[config.mk]
export PLATFORM = sky130hd
export DESIGN_NAME = prefetch_queue
export DESIGN_NICKNAME = d
export VERILOG_FILES = /design/src/rtl/prefetch_queue_pkg.sv /design/src/rtl/prefetch_queue_store.sv /design/src/rtl/prefetch_queue_fetch.sv /design/src/rtl/prefetch_queue.sv
export SDC_FILE = /design/constraint.sdc
export NUM_CORES = 1
export LEC_CHECK = 0
export ABC_CLOCK_PERIOD_IN_PS = 2900
export BUFFER_PORTS_ARGS = -buffer_cell sky130_fd_sc_hd__buf_4
export CORE_AREA = 3 3 69 136
export DETAILED_ROUTE_END_ITERATION = 10
export DIE_AREA = 0 0 72 139
export PLACE_DENSITY_LB_ADDON = 0.25
export SYNTH_ARGS = -nofsm -noshare
export SYNTH_HDL_FRONTEND = slang
export SYNTH_SLANG_ARGS = --single-unit
[constraint.sdc]
create_clock -name clk -period 2.9 [get_ports clk]
set_clock_uncertainty 0.1 [all_clocks]
set_input_delay 0 -clock clk [delete_from_list [all_inputs] [get_ports clk]]
set_output_delay 0 -clock clk [all_outputs]
set_load 0.01 [all_outputs]
[src/rtl/prefetch_queue_pkg.sv]
package prefetch_queue_pkg;

    localparam int SEG_W  = 16;
    localparam int OFF_W  = 16;
    localparam int PADR_W = 20;
    localparam int BYTE_W = 8;

    typedef struct packed {
        logic [SEG_W-1:0] seg;
        logic [OFF_W-1:0] off;
    } far_ptr_t;

    typedef enum logic [1:0] {
        FS_IDLE = 2'd0,
        FS_WAIT = 2'd1,
        FS_DROP = 2'd2
    } fetch_state_e;

    function automatic logic [PADR_W-1:0] phys_addr(far_ptr_t p);
        logic [PADR_W-1:0] base;
        base = {p.seg, 4'h0};
        return base + PADR_W'(p.off);
    endfunction

endpackage

[src/rtl/prefetch_queue_store.sv]
module prefetch_queue_store #(
    parameter int DEPTH = 6,
    parameter int W     = 8,
    localparam int PTR_W = (DEPTH > 1) ? $clog2(DEPTH) : 1,
    localparam int LVL_W = $clog2(DEPTH + 1)
) (
    input  logic             clk,
    input  logic             rst,
    input  logic             flush,
    input  logic             push,
    input  logic [W-1:0]     push_data,
    input  logic             pop,
    output logic             head_valid,
    output logic [W-1:0]     head_data,
    output logic             has_room,
    output logic [LVL_W-1:0] level
);

    localparam logic [PTR_W-1:0] LAST = PTR_W'(DEPTH - 1);
    localparam logic [LVL_W-1:0] FULL = LVL_W'(DEPTH);

    logic [W-1:0]     slots [DEPTH];
    logic [PTR_W-1:0] rd_ptr, wr_ptr;
    logic             do_pop, do_push;

    function automatic logic [PTR_W-1:0] bump(logic [PTR_W-1:0] p);
        return (p == LAST) ? '0 : p + PTR_W'(1);
    endfunction

    assign head_valid = (level != '0);
    assign head_data  = slots[rd_ptr];
    assign has_room   = (level != FULL);
    assign do_pop     = pop && head_valid;
    assign do_push    = push && (has_room || do_pop);

    always_ff @(posedge clk) begin
        if (rst || flush) begin
            rd_ptr <= '0;
            wr_ptr <= '0;
            level  <= '0;
        end else begin
            if (do_push) begin
                slots[wr_ptr] <= push_data;
                wr_ptr        <= bump(wr_ptr);
            end
            if (do_pop) begin
                rd_ptr <= bump(rd_ptr);
            end
            level <= level + LVL_W'(do_push) - LVL_W'(do_pop);
        end
    end

endmodule

[src/rtl/prefetch_queue_fetch.sv]
module prefetch_queue_fetch
    import prefetch_queue_pkg::*;
#(
    parameter logic [SEG_W-1:0] RESET_SEG = 16'hFFFF,
    parameter logic [OFF_W-1:0] RESET_OFF = 16'h0000
) (
    input  logic              clk,
    input  logic              rst,
    input  logic              jump_req,
    input  far_ptr_t          jump_ptr,
    input  logic              bus_busy,
    input  logic              slot_free,
    output logic              req_valid,
    input  logic              req_ready,
    output logic [PADR_W-1:0] req_addr,
    input  logic              rsp_valid,
    input  logic [BYTE_W-1:0] rsp_data,
    output logic              push,
    output logic [BYTE_W-1:0] push_data,
    output logic [OFF_W-1:0]  cur_off
);

    far_ptr_t     ptr;
    fetch_state_e state;
    logic         fire;

    assign req_valid = (state == FS_IDLE) && slot_free && !bus_busy && !jump_req;
    assign fire      = req_valid && req_ready;
    assign req_addr  = phys_addr(ptr);
    assign push      = rsp_valid && (state == FS_WAIT) && !jump_req;
    assign push_data = rsp_data;
    assign cur_off   = ptr.off;

    always_ff @(posedge clk) begin
        if (rst) begin
            ptr.seg <= RESET_SEG;
            ptr.off <= RESET_OFF;
            state   <= FS_IDLE;
        end else begin
            if (jump_req) begin
                ptr <= jump_ptr;
            end else if (fire) begin
                ptr.off <= ptr.off + OFF_W'(1);
            end
            case (state)
                FS_IDLE: if (fire) state <= FS_WAIT;
                FS_WAIT: begin
                    if (rsp_valid)     state <= FS_IDLE;
                    else if (jump_req) state <= FS_DROP;
                end
                FS_DROP: if (rsp_valid) state <= FS_IDLE;
                default: state <= FS_IDLE;
            endcase
        end
    end

endmodule

[src/rtl/prefetch_queue.sv]
module prefetch_queue
    import prefetch_queue_pkg::*;
#(
    parameter int DEPTH = 6,
    parameter logic [15:0] RESET_SEG = 16'hFFFF,
    parameter logic [15:0] RESET_OFF = 16'h0000
) (
    input  logic        clk,
    input  logic        rst,
    input  logic        jump_req,
    input  logic [15:0] jump_seg,
    input  logic [15:0] jump_off,
    input  logic        eu_bus_busy,
    input  logic        ex_pop,
    output logic        ex_valid,
    output logic [7:0]  ex_byte,
    output logic        mem_req_valid,
    input  logic        mem_req_ready,
    output logic [19:0] mem_req_addr,
    input  logic        mem_rsp_valid,
    input  logic [7:0]  mem_rsp_data
);

    localparam int LVL_W = $clog2(DEPTH + 1);

    far_ptr_t          target;
    logic              slot_free;
    logic              fill;
    logic [BYTE_W-1:0] fill_byte;
    logic [LVL_W-1:0]  q_level;
    logic [OFF_W-1:0]  cur_off;

    assign target.seg = jump_seg;
    assign target.off = jump_off;

    prefetch_queue_fetch #(
        .RESET_SEG (RESET_SEG),
        .RESET_OFF (RESET_OFF)
    ) u_fetch (
        .clk       (clk),
        .rst       (rst),
        .jump_req  (jump_req),
        .jump_ptr  (target),
        .bus_busy  (eu_bus_busy),
        .slot_free (slot_free),
        .req_valid (mem_req_valid),
        .req_ready (mem_req_ready),
        .req_addr  (mem_req_addr),
        .rsp_valid (mem_rsp_valid),
        .rsp_data  (mem_rsp_data),
        .push      (fill),
        .push_data (fill_byte),
        .cur_off   (cur_off)
    );

    prefetch_queue_store #(
        .DEPTH (DEPTH),
        .W     (BYTE_W)
    ) u_store (
        .clk        (clk),
        .rst        (rst),
        .flush      (jump_req),
        .push       (fill),
        .push_data  (fill_byte),
        .pop        (ex_pop),
        .head_valid (ex_valid),
        .head_data  (ex_byte),
        .has_room   (slot_free),
        .level      (q_level)
    );

endmodule

==> results of run 1 <==
timing repair:
item,in CTS,in global routing
hold buffers,54,0
setup buffers,0,0
endpoints found under the hold margin,82,0
state kept, by name, summed over array words and instances (netlist names), named ones only:
register,flops
u_fetch.cur_off,16
u_fetch.ptr,16
u_fetch.state,2
u_store.level,3
u_store.rd_ptr,3
u_store.slots,48
u_store.wr_ptr,3
worst min-delay path by stage:
stage	to	slack [ns]	cells past startpoint
6_report	u_fetch.ptr[17]	0.03	3
5_1_grt	u_fetch.ptr[28]	0.04	3
4_1_cts	u_fetch.ptr[17]	0.01	3
3_5_place_dp	u_fetch.state[1]	0.09	2
3_3_place_gp	u_fetch.state[1]	0.08	2
2_1_floorplan	u_fetch.cur_off[11]	-0.03	1
logic make-up (layout without fill, tap and decap cells):
kind of cell    after synthesis  count (layout)  synth area share (%)
simple gates                153             153                  17.4
flops                        94              94                  50.4
compound gates               72              72                  10.6
buf+inv                      38             170                  3.47
mux                          34              34                  9.39
xor+xnor                     21              21                  3.92
fa+ha+maj                    17              17                  4.85
worst register-to-register path, cell delays in order, from the launching register on:
cell and delay, ns:
sky130_fd_sc_hd__dfxtp_1 0.36, sky130_fd_sc_hd__nand3b_1 0.28, sky130_fd_sc_hd__nand4_1 0.34, sky130_fd_sc_hd__or3_1 0.44, sky130_fd_sc_hd__a311oi_1 0.29, sky130_fd_sc_hd__dlygate4sd3_1 0.59
layer usage:
metal  wire length, um  part of all wire (%)  GRT usage (%)  up-vias
li1                  -                     -              -     1832
met1              3900                    36           23.0     1823
met2              6170                    58           43.2      106
met3               398                   3.7           3.56       15
met4               225                   2.1           9.22        0
met5                 0                     0              0        -
final cells by class:
cell class	count	area (um^2)	area share, %
Inverter	16	60.1	0.970
Clock inverter	7	81.3	1.31
Tap cell	100	125	2.02
Sequential cell	94	2360	38.2
Multi-Input combinational cell	297	2170	35.0
Timing Repair Buffer	138	1170	18.9
Clock buffer	9	225	3.64
metrics by stage:
| step | std cells | util [%] |
|---|---|---|
| after floorplan | 429 | - |
| after global placement | 591 | 62.2 |
| after detailed placement | 591 | 62.2 |
| after CTS | 661 | 72.1 |
| after global routing | 661 | 72.1 |
| final | 661 | 72.1 |
cell usage after synthesis, drive strengths merged (2+ instances only):
| cell type | number | area, um^2 |
|---|---|---|
| a211oi | 8 | 60.1 |
| a21o | 2 | 15.0 |
| a21oi | 25 | 125 |
| a221oi | 2 | 17.5 |
| a311oi | 6 | 52.6 |
| and2 | 2 | 12.5 |
| and3 | 5 | 31.3 |
| buf | 11 | 61.3 |
| clkbuf | 11 | 41.3 |
| dfxtp | 46 | 921 |
| edfxtp | 48 | 1440 |
| fa | 2 | 40.0 |
| ha | 15 | 188 |
| inv | 16 | 60.1 |
| mux2i | 26 | 260 |
| mux4 | 8 | 180 |
| nand2 | 41 | 154 |
| nand2b | 6 | 37.5 |
| nand3 | 10 | 62.6 |
| nand3b | 3 | 22.5 |
| nand4 | 3 | 33.8 |
| nand4b | 3 | 26.3 |
| nor2 | 41 | 154 |
| nor2b | 5 | 31.3 |
| nor3 | 11 | 66.3 |
| nor3b | 3 | 22.5 |
| nor4 | 5 | 37.5 |
| nor4b | 3 | 32.5 |
| o2111ai | 2 | 17.5 |
| o211a | 2 | 20.0 |
| o211ai | 2 | 15.0 |
| o21a | 2 | 15.0 |
| o21ai | 9 | 45.0 |
| o22ai | 2 | 12.5 |
| o311ai | 2 | 17.5 |
| o31ai | 2 | 28.8 |
| or3 | 7 | 43.8 |
| or4 | 2 | 15.0 |
| xnor2 | 19 | 166 |
| xor2 | 2 | 17.5 |
report_power, final:
part	switching [uW]	leakage (uW)	total [uW]	internal, uW
clock network	499	0.000146	1180	681
logic	295	0.00147	610	315
registers	36.3	0.000810	1460	1420
==> run summary, run 1 <==
The run finished with clean final reports. Setup repair after global routing left no endpoint under its margin. The number of flops mapped to enable cells by yosys is between 40 and 50.

The routed design could run at a clock period as short as 2.67 ns. The final design instance area without fill came out at slightly above 6000 um^2. The global-route wire length before repair is between 15000 and 20000 um. The number of instances in the synthesized netlist is 429.

Entering global routing, the biggest net connects 30 pins. Leaving out fill and tap cells, the most frequent cell in the layout is sky130_fd_sc_hd__buf_4. The area of the die came out at around 10000 um^2. VDD sags by at most ~0.4 mV.

Once placement finished, the instance area stood at between 5000 and 6000 um^2. The worst hold path begins at jump_req. Of all nets on the critical path, the largest fanout is 6. For this configuration, the core starts out at a cell density of a little over half.

STA classifies the critical path endpoint as a primary output. In this run the critical register-to-register path is launched from u_store.level[0]. The number of maximum-capacitance constraint violations came out at 0. The total congestion overflow after global routing is 0.

The routed layout has around 3800 vias. The critical path goes through ha_1 -> inv_1 -> fa_1 -> nor2b_1 -> o21a_1 -> o211a_1 -> or4b_1 -> o311ai_1 -> buf_4. The synthesis-to-layout area growth came out at 32.0%. The final-stage net count is 620. The number of top-level pins is 77. The total of fill cells in the finished design is roughly 630. The number of global-route vias before repair came to a little under 4000. The worst path required time is roughly 2.8 ns. The TritonCTS sink count is 94. The initial antenna violation count came out at 0. The tightest min-delay check is of the primary input to flop type. The static power due to leakage is 0.00243 uW.

The worst register-to-register path has a setup slack of ~0.45 ns. The post-route antenna net violation count came out at 0. The most frequently used flop master after synthesis is sky130_fd_sc_hd__edfxtp_1. Tracing the worst setup path back leads to its startpoint at u_fetch.cur_off[4].

The fraction of final layout cells sized beyond drive strength 1 came out at between 20 and 25%. The last element of the critical path is mem_req_addr[18]. The average wire length per cell after detail routing is about 16 um. The flop and latch count out of synthesis is between 90 and 100. At the pin with the least slew margin, the transition time is approximately 0.78 ns. The total chip power is about 3300 uW. The final critical-path setup slack is ~0.23 ns. The detailed router's first-iteration violation count is 136. Input and output buffers added on the ports amount to 76. CTS placed an instance of sky130_fd_sc_hd__clkbuf_16 at the clock tree root. The critical path is of the flop to primary output type. TritonCTS built the clock tree.

Gates resized during post-CTS repair numbered 0. During synthesis, Yosys emitted a total of 0 warnings. The number of detailed-routing iterations run before antenna repair came out at 4. The global-route total usage across every layer is approximately 22%. The critical path contains buffers and inverters numbering 2 combined. The worst setup slack after placement came out at a little over 0.6 ns.

The clock reaches the later pin of the worst-skew pair after 0.34 ns. The final count of negative-setup-slack endpoints came out at 0. The last weighted congestion value of the routability-driven placer is about 0.88. The maximum buffer depth of the clock tree came out at 2. The DRC violations left is 0. The max-slew violation count is 0. The number of cells traversed by the worst register-to-register path came out at 5. The final HPWL from detailed placement came out at 7740 um. The routed wire length is approximately 11000 um.

The count of final hold-check violations is 0. The region available for standard cell placement spans around 8600 um^2. The worst-case headroom to the max-slew limit came out at about half. After synthesis the cells add up to between 4000 and 5000 um^2. Dividing the final minimum period by the clock period gives between 90% and 100%. The worst hold margin is ~0.027 ns. The count of standard-cell rows came out at 48. The die outline height came out at approximately 140 um. The final total negative setup slack came out at 0 ns. The number of distinct library cells after synthesis came out at between 50 and 60. The slowest library cell on the worst path is sky130_fd_sc_hd__or4b_1.

The library cells used most frequently in the layout, excluding fill and tap cells, are sky130_fd_sc_hd__buf_4 (84), sky130_fd_sc_hd__dlygate4sd3_1 (54), sky130_fd_sc_hd__edfxtp_1 (48). Using the TritonRoute via totals, the vias-per-cell ratio works out to 5.71. The sequential-to-total area share from yosys stat came out at slightly above 50%. The maximum single-stage delay on the critical path is 0.54 ns. Power spread over the standard cell area amounts to 525 nW/um^2.

The net count after synthesis came out at just under 500. After clock tree synthesis, the clock-pin slew on the worst setup and hold paths is roughly 0.07 ns. The cell family contributing the most delay on the critical path is simple AND/OR/NAND/NOR gates. The arrival time at the worst endpoint is 2.57 ns. The die width is 72 um. The H-tree was split into 3 levels. The endpoint identified for the worst register-to-register timing path is u_fetch.cur_off[4]. Buffers inserted during clock tree synthesis total 9. The startpoint class of the critical path is a flop.

The fraction of registers with async set or reset after synthesis is 0%. For this run, the top clock speed supported by timing is approximately 370 MHz. The synthesized area per cell is between 10 and 15 um^2. The logic depth of the worst setup path including buffers is 9. The number of diodes added for antenna fixing came out at 0.
Note: power is estimated with default switching activity, not from simulation.
==> run 2: changes to the inputs <==
==> constraint.sdc (replaced) <==
create_clock -name clk -period 2.9 [get_ports clk]
set_clock_uncertainty 0.1 [all_clocks]
set_input_delay 0.58 -clock clk [delete_from_list [all_inputs] [get_ports clk]]
set_output_delay 0.58 -clock clk [all_outputs]
set_load 0.01 [all_outputs]
==> run 2 against run 1 <==
The flow now finishes with violations (setup timing). Die area did not move. Non-clock buffer count fell by 26. Total power increased by 6.9%. Largest power group unchanged. Highest routed layer unchanged.
==> run summary, run 2 (same netlist as run 1, synthesis figures left out) <==
The clock tree from TritonCTS is done. The area of the die is 10000 um^2 (unchanged). The final HPWL from detailed placement is 8080 um (+4.4%). The minimum clock period came out at 3.06 ns (+0.387 ns). The number of detailed-routing iterations run before antenna repair is 5 (+1). The detailed router's first-iteration violation count is 189 (+39%). The synthesis-to-layout area growth is 33.2%. The DRC violations left came out at 0 (unchanged). The core box area is 8590 um^2 (unchanged). The checks that failed: setup timing.

The initial antenna violation count came out at 0 (unchanged). The number of diodes added for antenna fixing was 0 (unchanged). The internal portion of total power came out at 2580 uW (+6.8%). The signal on the critical path passes through ha_4 -> a21oi_1 -> o31ai_4 -> buf_4 -> or4b_4 -> o311ai_4 -> buf_4. The relative contribution of sequential cells to total power came out at 42.3% (-2.6 points). The starting utilization of the core area came out at 54.6% (unchanged).

The number of stages on the worst hold path came out at 2 (-1). The worst hold margin came to 0.331 ns (+0.304 ns). The clock-pin slew of the registers on the worst-case setup and hold paths came out at 0.07 ns (about the same). In this run the most critical hold path is launched from mem_rsp_valid.

CTS placed an instance of sky130_fd_sc_hd__clkbuf_16 at the clock tree root. The static power due to leakage came out at 0.00237 uW (-2.5%). The global-route wire length before repair was 18000 um (+1.3%). The routed wire length came to 11600 um (+8.5%).

The power density over cell area came out at 556 nW/um^2 (+6.0%). The number of top-level pins came to 77 (unchanged). The H-tree depth reported by CTS was 3 (unchanged).

Leaving out fill and tap cells, the most frequent cell in the layout is sky130_fd_sc_hd__buf_4. The worst path required time is 2.22 ns (-0.58 ns). The pin slew with the least headroom to its limit is 0.521 ns (-0.255 ns). The count of standard-cell rows is 48 (unchanged).

The die width came out at 72 um (unchanged). The last weighted congestion value of the routability-driven placer came out at 0.891 (+1.5%). The total congestion overflow after global routing came out at 0 (unchanged).

The mean number of vias per cell is 5.88 (+3.0%). Setup repair after global routing could not meet its margin everywhere. Counting flops per register, the top entry is u_store.slots. In this run the critical register-to-register path is captured at u_store.level[2].

The net switching share of the total power is 25.7% (+0.12 points). The number of buffers added by the clock tree synthesis step came out at 9 (unchanged). STA classifies the critical path startpoint as a flop.

The achievable clock frequency came out at 327 MHz (-13%). The count of buffers from port buffering is 76 (unchanged). The largest net degree at the start of global routing is 25 (-17%). The logic depth of the worst setup path including buffers came out at 7 (-2).

The worst voltage drop across the vdd grid is 0.499 mV (+25%). The setup slack on the worst flop-to-flop path was 0.79 ns (+0.34 ns). The final design instance area without fill came to 6250 um^2 (+0.91%). The die outline height is 139 um (unchanged). The fraction of power consumed by combinational cells came out at 21.8% (+3.0 points).

The total of fill cells in the finished design is 581 (-7.3%). The count of final hold-check violations is 0 (unchanged). The final-stage net count came out at 594 (-4.2%). The TritonCTS sink count came out at 94 (unchanged). The number of global-route vias before repair is 3830 (-2.2%).

The final critical-path setup slack came out at -0.157 ns (-0.387 ns). For this design, the slowest cell found on the critical path is sky130_fd_sc_hd__or4b_4. The biggest fanout along the worst timing path is 7 (+1). The part of the cycle the worst path needs is 105% (+13 points).

The flip-flop count of the largest register after layout came out at 48 (unchanged). The maximum buffer depth of the clock tree came out at 2 (unchanged). The terminating pin of the worst hold path is u_fetch.state[1]. The worst-case headroom to the max-slew limit came to 65.2% (+17 points). The global-route total usage across every layer came out at 23.1% (+0.67 points). The post-place instance area is 5410 um^2 (+1.3%).

The net switching power of the design came out at 892 uW (+7.4%). The via total after detailed routing is 3736 (-1.1%). The clock network latency to the later pin of the worst-skew pair is 0.33 ns (about the same). The setup path with the least slack is of type flop to primary output. The library cells used most frequently in the layout, excluding fill and tap cells, are sky130_fd_sc_hd__buf_4 (108), sky130_fd_sc_hd__edfxtp_1 (48), sky130_fd_sc_hd__nand2_1 (41). The run finished, with violations left. The fraction of final layout cells sized beyond drive strength 1 came to 36.4% (+16 points).

The arrival time at the worst endpoint is 2.38 ns (-0.19 ns). Counting stages on the worst path, the most repeated cell is sky130_fd_sc_hd__buf_4. The sequential cell area came out at 2390 um^2 (+1.2%). The average wire length per cell after detail routing was 18.3 um (+13%).

The number of cells traversed by the worst register-to-register path is 9 (+4). The final count of negative-setup-slack endpoints came out at 6 (+6). The worst register-to-register path begins at u_store.level[0].

The multi-input combinational cell area came out at 2490 um^2 (+15%). The largest delay contributor family on the critical path is compound AO/OA/AOI/OAI gates. The combined buffer and inverter count along the critical path came out at 2 (unchanged). The worst hold path belongs to the class primary input to flop.

The number of maximum-capacitance constraint violations came to 0 (unchanged). The maximum single-stage delay on the critical path came out at 0.52 ns (-0.02 ns). The max-slew violation count is 0 (unchanged).

The post-route antenna net violation count is 0 (unchanged). The clock group share of total power came to 36.0% (-0.3 points). The worst setup path is captured at a primary output.
## run 2: routing by layer
layer  GRT usage (%)  up-vias  wire, um
met5               0        -         0
met4            10.9        0       429
met3            4.28       30       514
met2            43.8      119      6680
met1            23.2     1796      3970
li1                -     1791         -
## run 2: metrics by stage
stage	TNS (ns)	setup slack, ns	utilization [%]	power (uW)	cells
after floorplan	0	0.126	-	1810	429
after CTS	-0.727	-0.205	70.0	3390	624
after detailed placement	0	0.00904	63.0	2050	600
after global routing	-0.997	-0.203	72.7	3610	635
after global placement	0	0.106	63.0	2030	600
final	-0.421	-0.157	72.7	3480	635
## run 2: cell type report
class	instances	share of cell area [%]
clock buffer	9	3.61
multi-input combinational	297	39.9
inverter	16	1.02
sequential	94	38.3
tap	100	2.00
clock inverter	7	1.54
timing repair buffer	112	13.7
## run 2: power groups by stage
stage               clock, uW  sequential [uW]  combinational [uW]
floorplan                   0             1480                 331
global placement            0             1480                 547
detailed placement          0             1490                 562
CTS                      1280             1470                 653
global route             1330             1470                 809
finish                   1250             1470                 757
## run 2: what timing repair did
| action | 4_1_cts | 5_1_grt |
|---|---|---|
| setup buffers | 8 | 11 |
| endpoints found under the setup margin | 8 | 9 |
| hold buffers | 0 | 0 |
| resized for setup | 37 | 35 |
| pin swaps | 12 | 19 |
## run 2: worst max-delay path by stage
| stage | startpoint | endpoint |
|---|---|---|
| 6_report | u_fetch.cur_off[15] | mem_req_addr[18] |
| 5_1_grt | u_fetch.cur_off[15] | mem_req_addr[18] |
| 4_1_cts | u_fetch.cur_off[4] | mem_req_addr[18] |
| 3_5_place_dp | u_fetch.cur_off[4] | mem_req_addr[18] |
| 3_3_place_gp | u_fetch.cur_off[4] | mem_req_addr[18] |
| 2_1_floorplan | jump_req | u_store.slots[3][0] |
==> run 3: changes to the inputs <==
- ABC_CLOCK_PERIOD_IN_PS: 2900 -> 3700
- CORE_AREA: 3 3 69 136 -> 3 3 67 132
- DIE_AREA: 0 0 72 139 -> 0 0 70 135
- clock period: 2.9 -> 3.7 ns (I/O delays scaled with it)
==> run 3 against run 2 <==
The run now ends clean. Critical endpoint unchanged. Worst setup slack improved by 0.43 ns. Routed wire length decreased by 10%. Critical path depth is the same. Largest power group unchanged. Clock power decreased by 24%. Core utilization fell by 1.5 points.
==> run summary, run 3 (same netlist as run 1, synthesis figures left out) <==
The flow ran to the end, and the final reports show no timing, DRC or antenna violations. The biggest fanout along the worst timing path came out at 6 (-1). The number of buffers added for setup after CTS came out at 0 (-8). The count of buffers from port buffering came to 76 (unchanged). The setup slack on the worst flop-to-flop path is 1.45 ns (+0.66 ns).

The mean number of vias per cell is 5.86 (-0.39%). The number of detailed-routing iterations run before antenna repair came out at 5 (unchanged). In the layout the commonest cells are sky130_fd_sc_hd__buf_4 (84), sky130_fd_sc_hd__edfxtp_1 (48), sky130_fd_sc_hd__dfxtp_1 (46). The number of cells traversed by the worst register-to-register path came out at 4 (-5). The worst hold path terminates at u_fetch.ptr[24]. The critical path is of the flop to primary output type. The final-stage net count came out at 566 (-4.7%). The H-tree depth reported by CTS was 3 (unchanged). The pin slew with the least headroom to its limit came out at 0.837 ns (+0.316 ns). The worst-case headroom to the max-slew limit is 44.1% (-21 points). The worst path required time came out at 2.86 ns (+0.64 ns). The maximum buffer depth of the clock tree came out at 2 (unchanged). The worst hold margin came out at 0.382 ns (+0.0513 ns). The initial antenna violation count is 0 (unchanged). The relative contribution of sequential cells to total power came out at 45.4% (+3.1 points). The largest net degree at the start of global routing is 30 (+20%). The critical path starts at u_fetch.cur_off[10]. The worst voltage drop across the vdd grid is 0.298 mV (-40%).

The routed wire length is 10400 um (-10%). The global-route total usage across every layer is 23.2% (+0.028 points). The internal portion of total power is 1890 uW (-27%).

The net switching share of the total power is 25.1% (-0.58 points). The detailed router's first-iteration violation count came out at 197 (+4.2%). The clock period could shrink to ~3.4 ns. Setup repair after global routing left no endpoint under its margin.

The last weighted congestion value of the routability-driven placer is 0.841 (-5.6%). The die width is 70 um (-2.8%). The number of top-level pins is 77 (unchanged). The path class of the tightest hold or removal check is flop to flop.

The number of global-route vias before repair was 3625 (-5.4%). The quantity of gates resized following cts was 0 (-100%). The final total negative setup slack came out at 0 ns (+0.421 ns). The end of the worst register-to-register path is u_store.slots[5][3].

STA classifies the critical path startpoint as a flop. The final HPWL from detailed placement is 7910 um (-2.1%). The max-slew violation count came out at 0 (unchanged). The library cell used most frequently in the layout, excluding fill and tap cells, is sky130_fd_sc_hd__buf_4. The total congestion overflow after global routing is 0 (unchanged).

The die outline height was 135 um (-2.9%). The fraction of final layout cells sized beyond drive strength 1 is 22.9% (-14 points). The count of standard-cell rows was 46 (-4.2%).

The startpoint identified for the worst register-to-register timing path is u_store.level[0]. The power density over cell area is 446 nW/um^2 (-20%). The net switching power of the design is 633 uW (-29%).

The fraction of power consumed by combinational cells came to 16.9% (-4.9 points). The clock-pin slew of the registers on the worst-case setup and hold paths came out at 0.06 ns (about the same). The number of diodes added for antenna fixing is 0 (unchanged). The number of buffers added by the clock tree synthesis step came out at 9 (unchanged). The register containing the most flip-flops in the final layout is u_store.slots.

The arrival time at the worst endpoint came out at 2.59 ns (+0.21 ns). The count of final hold-check violations came out at 0 (unchanged). The worst setup path is captured at a primary output.

The number of stages on the worst hold path came out at 2 (unchanged). The worst hold path startpoint is u_fetch.ptr[24]. The flip-flop count of the largest register after layout is 48 (unchanged). The DRC violations left came to 0 (unchanged). The TritonCTS sink count was 94 (unchanged). The global-route wire length before repair came to 17100 um (-5.3%).

The clock network latency to the later pin of the worst-skew pair is 0.34 ns (about the same). The synthesis-to-layout area growth is 20.6%. The part of the cycle the worst path needs came out at 92.6%. The via total after detailed routing is 3534 (-5.4%). The area of the die is 9450 um^2 (-5.6%). The tree is rooted in a sky130_fd_sc_hd__clkbuf_16. The average wire length per cell after detail routing is 17.2 um (-5.7%).

The final count of negative-setup-slack endpoints is 0 (-6). The post-route antenna net violation count came out at 0 (unchanged). The achievable clock frequency is ~300 MHz. The static power due to leakage is 0.00220 uW (-7.1%). The hold buffer count at CTS is 0 (unchanged). The clock group share of total power is 37.7% (+1.7 points). The starting utilization of the core area came to 59.1% (+4.4 points).

The number of maximum-capacitance constraint violations came out at 0 (unchanged). The core box area came to 7940 um^2 (-7.5%). TritonCTS built the clock tree.
## run 3: worst max-delay path: stages (launching register included)
cell,delay [ns]
sky130_fd_sc_hd__dfxtp_1,0.36
sky130_fd_sc_hd__ha_1,0.38
sky130_fd_sc_hd__a21oi_1,0.25
sky130_fd_sc_hd__nor2b_1,0.10
sky130_fd_sc_hd__a211o_1,0.35
sky130_fd_sc_hd__or4b_1,0.53
sky130_fd_sc_hd__o311ai_1,0.11
sky130_fd_sc_hd__buf_4,0.17
## run 3: how the worst max path moves through the flow
stage,to,slack (ns)
2_1_floorplan,u_store.slots[3][0],0.77
3_3_place_gp,mem_req_addr[18],0.72
3_5_place_dp,mem_req_addr[18],0.65
4_1_cts,mem_req_addr[18],0.27
5_1_grt,mem_req_addr[18],0.15
6_report,mem_req_addr[18],0.27
## run 3: stage by stage
stage               utilization, %  power [uW]  std cells  instance area [um^2]  setup WS, ns
floorplan                        -        1420        429                  4690         0.766
global placement              67.2        1580        587                  5340         0.716
detailed placement            67.2        1590        587                  5340         0.651
CTS                           71.2        2540        603                  5660         0.270
global route                  71.2        2620        603                  5660         0.154
finish                        71.2        2520        603                  5660         0.274
## run 3: layout make-up
type                    count  area [um^2]
well taps                  96          120
clock inverters             5         63.8
multi-input cells         297         2170
repair buffers             84          631
fillers                   606         2290
flip-flops and latches     94         2360
inverters                  16         60.1
clock buffers              11          253
## run 3: power groups by stage
stage	Sequential [uW]	Clock (uW)	Combinational [uW]
floorplan	1160	0	259
global placement	1170	0	413
detailed placement	1170	0	424
CTS	1140	971	428
global route	1150	1000	469
finish	1140	953	426
## run 3: routing by layer
layer,vias to the layer above,global-route usage [%],part of all wire (%)
met4,0,11.2,3.0
met1,1689,23.1,35
li1,1721,-,-
met2,99,45.1,58
met3,25,3.80,3.8
met5,-,0,0
